## config.mk

```make
export PLATFORM = sky130hd
export DESIGN_NAME = eeprom_wcycle_ctrl
export DESIGN_NICKNAME = d
export VERILOG_FILES = /design/src/rtl/eewc_pkg.sv /design/src/rtl/eewc_delay.sv /design/src/rtl/eewc_fsm.sv /design/src/rtl/eeprom_wcycle_ctrl.sv
export SDC_FILE = /design/constraint.sdc
export NUM_CORES = 1
export LEC_CHECK = 0
export ABC_AREA = 0
export ABC_CLOCK_PERIOD_IN_PS = 1800
export CORE_MARGIN = 5
export CORE_UTILIZATION = 50
export DETAILED_ROUTE_END_ITERATION = 12
export PLACE_DENSITY_LB_ADDON = 0.15
export SYNTH_ARGS = -nofsm -noshare
export SYNTH_HDL_FRONTEND = slang
export SYNTH_SLANG_ARGS = --single-unit
```

## constraint.sdc

```tcl
create_clock -name clk -period 1.8 [get_ports clk]
set_input_delay 0.45 -clock clk [delete_from_list [all_inputs] [get_ports clk]]
set_output_delay 0.45 -clock clk [all_outputs]
set_load 0.01 [all_outputs]
```

## src/rtl/eewc_pkg.sv

```systemverilog
package eewc_pkg;
    typedef enum logic [1:0] {
        WC_POWERUP,
        WC_IDLE,
        WC_COMMIT,
        WC_BUSY
    } wc_state_e;
endpackage

```

## src/rtl/eewc_delay.sv

```systemverilog
// Elapsed-clock detector: done rises on the LIMIT-th consecutive clock with run high.
module eewc_delay #(
    parameter int LIMIT = 2
) (
    input  logic clk,
    input  logic rst_n,
    input  logic run,
    output logic done
);
    generate
        if (LIMIT <= 1) begin : g_single
            assign done = run;
        end else begin : g_count
            localparam int CW = $clog2(LIMIT);
            localparam logic [CW-1:0] LAST = CW'(LIMIT - 1);
            logic [CW-1:0] cnt_q;

            always_ff @(posedge clk or negedge rst_n) begin
                if (!rst_n) begin
                    cnt_q <= '0;
                end else if (!run) begin
                    cnt_q <= '0;
                end else if (cnt_q != LAST) begin
                    cnt_q <= cnt_q + 1'b1;
                end
            end

            assign done = run && (cnt_q == LAST);
        end
    endgenerate
endmodule

```

## src/rtl/eewc_fsm.sv

```systemverilog
module eewc_fsm
    import eewc_pkg::*;
(
    input  logic clk,
    input  logic rst_n,
    input  logic stop_seen,
    input  logic wr_data_seen,
    input  logic pwr_done,
    input  logic wr_done,
    output logic pwr_run,
    output logic wr_run,
    output logic ready,
    output logic busy,
    output logic commit,
    output logic addr_nack
);
    wc_state_e state_q, state_d;

    always_ff @(posedge clk or negedge rst_n) begin
        if (!rst_n) begin
            state_q <= WC_POWERUP;
        end else begin
            state_q <= state_d;
        end
    end

    always_comb begin
        state_d = state_q;
        unique case (state_q)
            WC_POWERUP: if (pwr_done) state_d = WC_IDLE;
            WC_IDLE:    if (stop_seen && wr_data_seen) state_d = WC_COMMIT;
            WC_COMMIT:  state_d = wr_done ? WC_IDLE : WC_BUSY;
            WC_BUSY:    if (wr_done) state_d = WC_IDLE;
            default:    state_d = WC_POWERUP;
        endcase
    end

    always_comb begin
        pwr_run   = 1'b0;
        wr_run    = 1'b0;
        ready     = 1'b1;
        busy      = 1'b0;
        commit    = 1'b0;
        addr_nack = 1'b0;
        unique case (state_q)
            WC_POWERUP: begin
                pwr_run   = 1'b1;
                ready     = 1'b0;
                addr_nack = 1'b1;
            end
            WC_IDLE: begin
            end
            WC_COMMIT: begin
                wr_run    = 1'b1;
                busy      = 1'b1;
                commit    = 1'b1;
                addr_nack = 1'b1;
            end
            WC_BUSY: begin
                wr_run    = 1'b1;
                busy      = 1'b1;
                addr_nack = 1'b1;
            end
            default: begin
                ready     = 1'b0;
                addr_nack = 1'b1;
            end
        endcase
    end
endmodule

```

## src/rtl/eeprom_wcycle_ctrl.sv

```systemverilog
module eeprom_wcycle_ctrl #(
    parameter int WRITE_CYCLES = 500000,
    parameter int PWRUP_CYCLES = 50000
) (
    input  logic clk,
    input  logic rst_n,
    input  logic stop_seen,
    input  logic wr_data_seen,
    output logic ready,
    output logic busy,
    output logic commit,
    output logic addr_nack
);
    logic pwr_run, pwr_done;
    logic wr_run, wr_done;

    eewc_delay #(.LIMIT(PWRUP_CYCLES)) i_pwr_delay (
        .clk  (clk),
        .rst_n(rst_n),
        .run  (pwr_run),
        .done (pwr_done)
    );

    eewc_delay #(.LIMIT(WRITE_CYCLES)) i_wr_delay (
        .clk  (clk),
        .rst_n(rst_n),
        .run  (wr_run),
        .done (wr_done)
    );

    eewc_fsm i_fsm (
        .clk         (clk),
        .rst_n       (rst_n),
        .stop_seen   (stop_seen),
        .wr_data_seen(wr_data_seen),
        .pwr_done    (pwr_done),
        .wr_done     (wr_done),
        .pwr_run     (pwr_run),
        .wr_run      (wr_run),
        .ready       (ready),
        .busy        (busy),
        .commit      (commit),
        .addr_nack   (addr_nack)
    );
endmodule

```

Word-level counts from Yosys, hierarchy flattened
Index checks and enable logic that the tools add are counted.
{"block": "totals", "reg_bits": 37, "input_bits": 4, "wordCells": 38}
{"block": "op_classes", "n_addsub": 2, "eq_ne": 12, "n_mux": 14, "n_reduce_logical": 7}
{"op": "$mux 19", "count": 2}
{"op": "$mux 16", "count": 2}
{"op": "$add 19x1->19 const B", "count": 1}
{"op": "$eq 19x19->1 const B", "count": 1}
{"op": "$ne 19x19->1 const B", "count": 1}
{"op": "$add 16x1->16 const B", "count": 1}
{"op": "$eq 16x16->1 const B", "count": 1}
{"op": "$ne 16x16->1 const B", "count": 1}
{"op": "$mux 2", "count": 4}
{"op": "$pmux 2 s4", "count": 1}
{"op": "$ne 2x1->1 const B", "count": 3}
{"op": "$mux 1", "count": 5}
{"op": "$eq 2x2->1 const B", "count": 2}
{"op": "$ne 2x2->1 const B", "count": 2}
{"op": "$logic_and 1x1->1", "count": 3}
{"op": "$reduce_and 3->1", "count": 1}
{"op": "$reduce_or 3->1", "count": 1}
{"op": "$eq 2x1->1 const B", "count": 1}
{"op": "$logic_not 2->1", "count": 1}
{"op": "$reduce_or 2->1", "count": 1}

Depth between registers and ports, before layout
{"block": "logic_depth", "ltp_word": 6, "ltp_mapped": 6, "ltp_nobuf": 6}

Hierarchy
Synthesis repeated with hierarchy kept, for this count alone.
{"block": "unflattened", "cells_unflattened": 220, "area_unflattened_um2": 2177.1}
{"mod": "eewc_delay at i_wr_delay", "instances": 1, "cells_each": 115, "area_each_um2": 1092.3}
{"mod": "eewc_delay at i_pwr_delay", "instances": 1, "cells_each": 84, "area_each_um2": 874.6}
{"mod": "eewc_fsm", "instances": 1, "cells_each": 21, "area_each_um2": 210.2}

Worst setup path after synthesis
Ideal clock, no wire load.
{"block": "synth_timing", "path_kind": "register -> register", "start": "register i_pwr_delay.g_count.cnt_q[0]", "end": "register i_fsm.state_q[1]", "setup_time_ns": 0.087, "arrival_ns": 1.599, "setup_slack_ns": 0.114, "path_stages_with_launch": 7, "n_path_buf": 0, "synth_period_minus_slack_ns": 1.686, "cell_sequence": "dfrtp_1 -> ha_1 -> and4b_2 -> nand4_1 -> a22oi_1 -> o21ai_2 -> a22oi_1"}
{"block": "synth_via", "elab_chain_len": 4}
{"element": "start, declared", "line": "eewc_delay.sv:16", "rtl": "logic [CW-1:0] cnt_q;"}
{"element": "start signal, assigned", "line": "eewc_delay.sv:24", "rtl": "cnt_q <= cnt_q + 1'b1;"}
{"element": "$eq 16x16->1", "line": "eewc_delay.sv:28", "rtl": "assign done = run && (cnt_q == LAST);"}
{"element": "$logic_and 1x1->1", "line": "eewc_delay.sv:28"}
{"element": "$ne 2x1->1 (no line)"}
{"element": "$reduce_and 3->1 (no line)"}
{"element": "end signal, assigned", "line": "eewc_fsm.sv:23", "rtl": "state_q <= state_d;"}
{"element": "end, declared", "line": "eewc_fsm.sv:17", "rtl": "wc_state_e state_q, state_d;"}
No other way between the ends.
A chain may end at the register's enable or synchronous reset.

Worst setup path in the final report
{"block": "layout_timing", "start": "register i_fsm.state_q[0]", "end": "output port commit"}
{"block": "layout_via", "elab_chain_len": 2}
{"element": "$eq 2x2->1", "line": "eewc_fsm.sv:45", "rtl": "unique case (state_q)"}
{"element": "$mux 1", "line": "eewc_fsm.sv:45"}
{"element": "end, declared", "line": "eeprom_wcycle_ctrl.sv:11", "rtl": "output logic commit,"}
No other way between the ends.

==> impl_metrics.toml <==
[critical_path]
required_ps = 1350
critPathKind = "reg -> out"
cp_max_fo = 3
crit_chain = "inv_2 > ha_4 > buf_4 > clkdlybuf4s15_2"
rr_worst_depth = 4
path_buf_inv = 3
slowest_stage = "dfrtp_1"
cp_num_cells = 4
path_delay_family = "buffers and inverters"
crit_path_start_kind = "register"
cp_slowest_stage_delay_ps = 400
setup.worst_path.end_class = "output pin"
cp.arrival_ps = 1270

[yosys]
syn_inst = 202
synthTopCellsByArea = "dfrtp_1 (48%), nor2_1 (5.8%), xnor2_1 (5.5%)"
synth_area_um2 = 1930
synth.distinct_cells = 31
synthesis.nets = 213
syn_area_per_cell_um2 = 9.55
yosys_warnings = 0
synth_edf_count = 0
synth_most_common_cell = "dfrtp_1"
synth-seq-cells = 37
synth_top_cells_by_count = "dfrtp_1 (37), nor2_1 (30), nand2_1 (20)"
ys_seq_area_share_pct = 48.0
synthArstFlopShare_pct = 100
yosysTopAreaCellShare_pct = 48.0
ys.flop_type = "dfrtp_1"
synth_largest_area_cell = "dfrtp_1"

[cts]
h-tree-depth = 2
clk_path_buf_depth = 2
clock_sink_count = 37
cts_tree = "built"
cts_hold_buf = 0
cts_buffers = 5
cts.root.buffer_cell = "clkbuf_8"
clock_latency_ps = 290
clk_pin_slew_ps = 70
cts_setup_buffers = 0

[sta]
timing.final.crit_share_pct = 95.3
skew_ps = 6.42
relSlewSlack_pct = 78.1
setup_tns_ps = 0
finalSetupViolCount = 0
worst-slew-pin-transition_ps = 326
period_needed_ps = 1720
fmax_ghz = 0.583
report.final.slew_viol_count = 0
finalHoldViolCount = 0
hold_ws_ps = 540

[placed_design]
gp_congestion = 0.749
portBuffers = 7
dp_hpwl_mm = 2.65
place_area_um2 = 2140

[run]
maxCapViolations = 0

[pwr]
power_density_nw_per_um2 = 696
cellInternalPower_w = 0.00129
combPwrFrac_pct = 1.7
ir_worst_vdd_mv = 0.421
power.net_switching_w = 0.000304
seqPwrFrac_pct = 52.0
clkPwrFrac_pct = 46.2
p_sw_share_pct = 19.0
p_leak_nw = 0.995
power.total_w = 0.00160

[cells_and_area]
area_growth_syn_to_layout_pct = 19.1
diodes = 0
final_area_um2 = 2300
fin_nets = 235
fin_util_pct = 62.2
drive_gt1_share_pct = 16.9

[global_routing]
gr-total-overflow = 0
grt_pass1_wl_mm = 6.64
grt_start_max_net_pins = 38
grt_pass1_vias = 1519
track_usage_pct = 16.3
antenna_found_initial = 0

[drt]
avgRoutedWirePerCell_um = 13.4
detail-route-antenna-nets = 0
post-route-drc-count = 0
routed_via_density = 5.45
dr_total_vias = 1487
finalWirelength_mm = 3.65
drt-pass1-iter-count = 4
first_iter_violations = 84

[floorplan]
die_w_um = 72.1
fp.dieH_um = 72.1
rows = 22
design.core.area_um2 = 3690
num_io_pins = 8
start_util_pct = 52.3
die_area_um2 = 5200

[status]
outcome = "complete, no violations"

[hold_path]
hold_path.class = "in -> async"
registers in the layout, indices dropped and copies added (netlist names):
register                   count
i_pwr_delay.g_count.cnt_q     16
i_wr_delay.g_count.cnt_q      19
i_fsm.state_q                  2
cell usage in the layout, fill, tap and decap left out, types with 2 or more instances in the layout:
master and instances:
xnor2_1 12, o21ai_0 8, nand4_1 7, or3_1 6
nor4_1 2, clkdlybuf4s50_1 3, dfrtp_1 37, and3_1 6
inv_1 7, nand2_1 20, buf_4 9, mux2i_1 3
and4_1 2, ha_1 4, a21oi_1 9, nand3_1 5
buf_6 2, nor2_1 29, inv_2 3, clkbuf_8 6
and2_1 4, nor3_1 6, xor2_1 10, clkbuf_2 2
a31oi_1 2, ha_2 2
routing by layer:
layer	vias to the layer above	share of wire (%)	GRT usage, %
met5	-	0	0
met4	0	1.6	6.26
met3	7	3.1	5.54
met2	19	52	28.0
met1	721	43	18.7
li1	740	-	-
power groups by stage:
stage / Combinational, W / Clock [W] / Sequential (W)
after floorplan: 0.000000502 / 0 / 0.000847
after global placement: 0.0000283 / 0 / 0.000847
after detailed placement: 0.0000288 / 0 / 0.000847
after CTS: 0.0000290 / 0.000768 / 0.000831
after global routing: 0.0000321 / 0.000819 / 0.000830
final: 0.0000278 / 0.000739 / 0.000831
worst paths after layout:
check | end | slack (ps) | from
min reg2reg | i_pwr_delay.g_count.cnt_q[15]$_DFFE_PN0P_ | 540 | i_pwr_delay.g_count.cnt_q[15]$_DFFE_PN0P_
max in group asynchronous | i_wr_delay.g_count.cnt_q[10]$_DFFE_PN0N_ | 1070 | rst_n
min in group clk | i_pwr_delay.g_count.cnt_q[15]$_DFFE_PN0P_ | 540 | i_pwr_delay.g_count.cnt_q[15]$_DFFE_PN0P_
max | commit | 80 | i_fsm.state_q[0]$_DFFE_PN0P_
min | i_pwr_delay.g_count.cnt_q[3]$_DFFE_PN0P_ | 540 | rst_n
max reg2reg | i_pwr_delay.g_count.cnt_q[13]$_DFFE_PN0P_ | 100 | i_pwr_delay.g_count.cnt_q[3]$_DFFE_PN0P_
layout make-up:
type	instances	area [µm²]
Clock buffer	7	86.3
Clock inverter	1	30.0
Fill cell	326	1390
Inverter	10	37.5
Multi-Input combinational cell	152	995
Sequential cell	37	926
Tap cell	48	60.1
Timing Repair Buffer	18	161
logic make-up (layout without fill, tap and decap cells):
kind of cell | after synthesis | count (layout) | synth area share (%)
mux | 3 | 3 | 1.56
simple gates | 97 | 97 | 26.6
xor+xnor | 22 | 22 | 9.99
buf+inv | 13 | 36 | 2.53
flops | 37 | 37 | 48.0
fa+ha+maj | 7 | 7 | 4.54
compound gates | 23 | 23 | 6.75
through the flow:
step                      setup slack, ps  cells
after floorplan                       114    202
after global placement              -4.08    265
after global routing                -4.73    273
after CTS                           0.757    273
after detailed placement            -46.2    265
final                                83.7    273
repair_timing:
item,CTS,global route
pin swaps,1,1
gates resized for setup,15,12
endpoints found under the setup margin,4,10
Note: power is estimated with default switching activity, not from simulation.
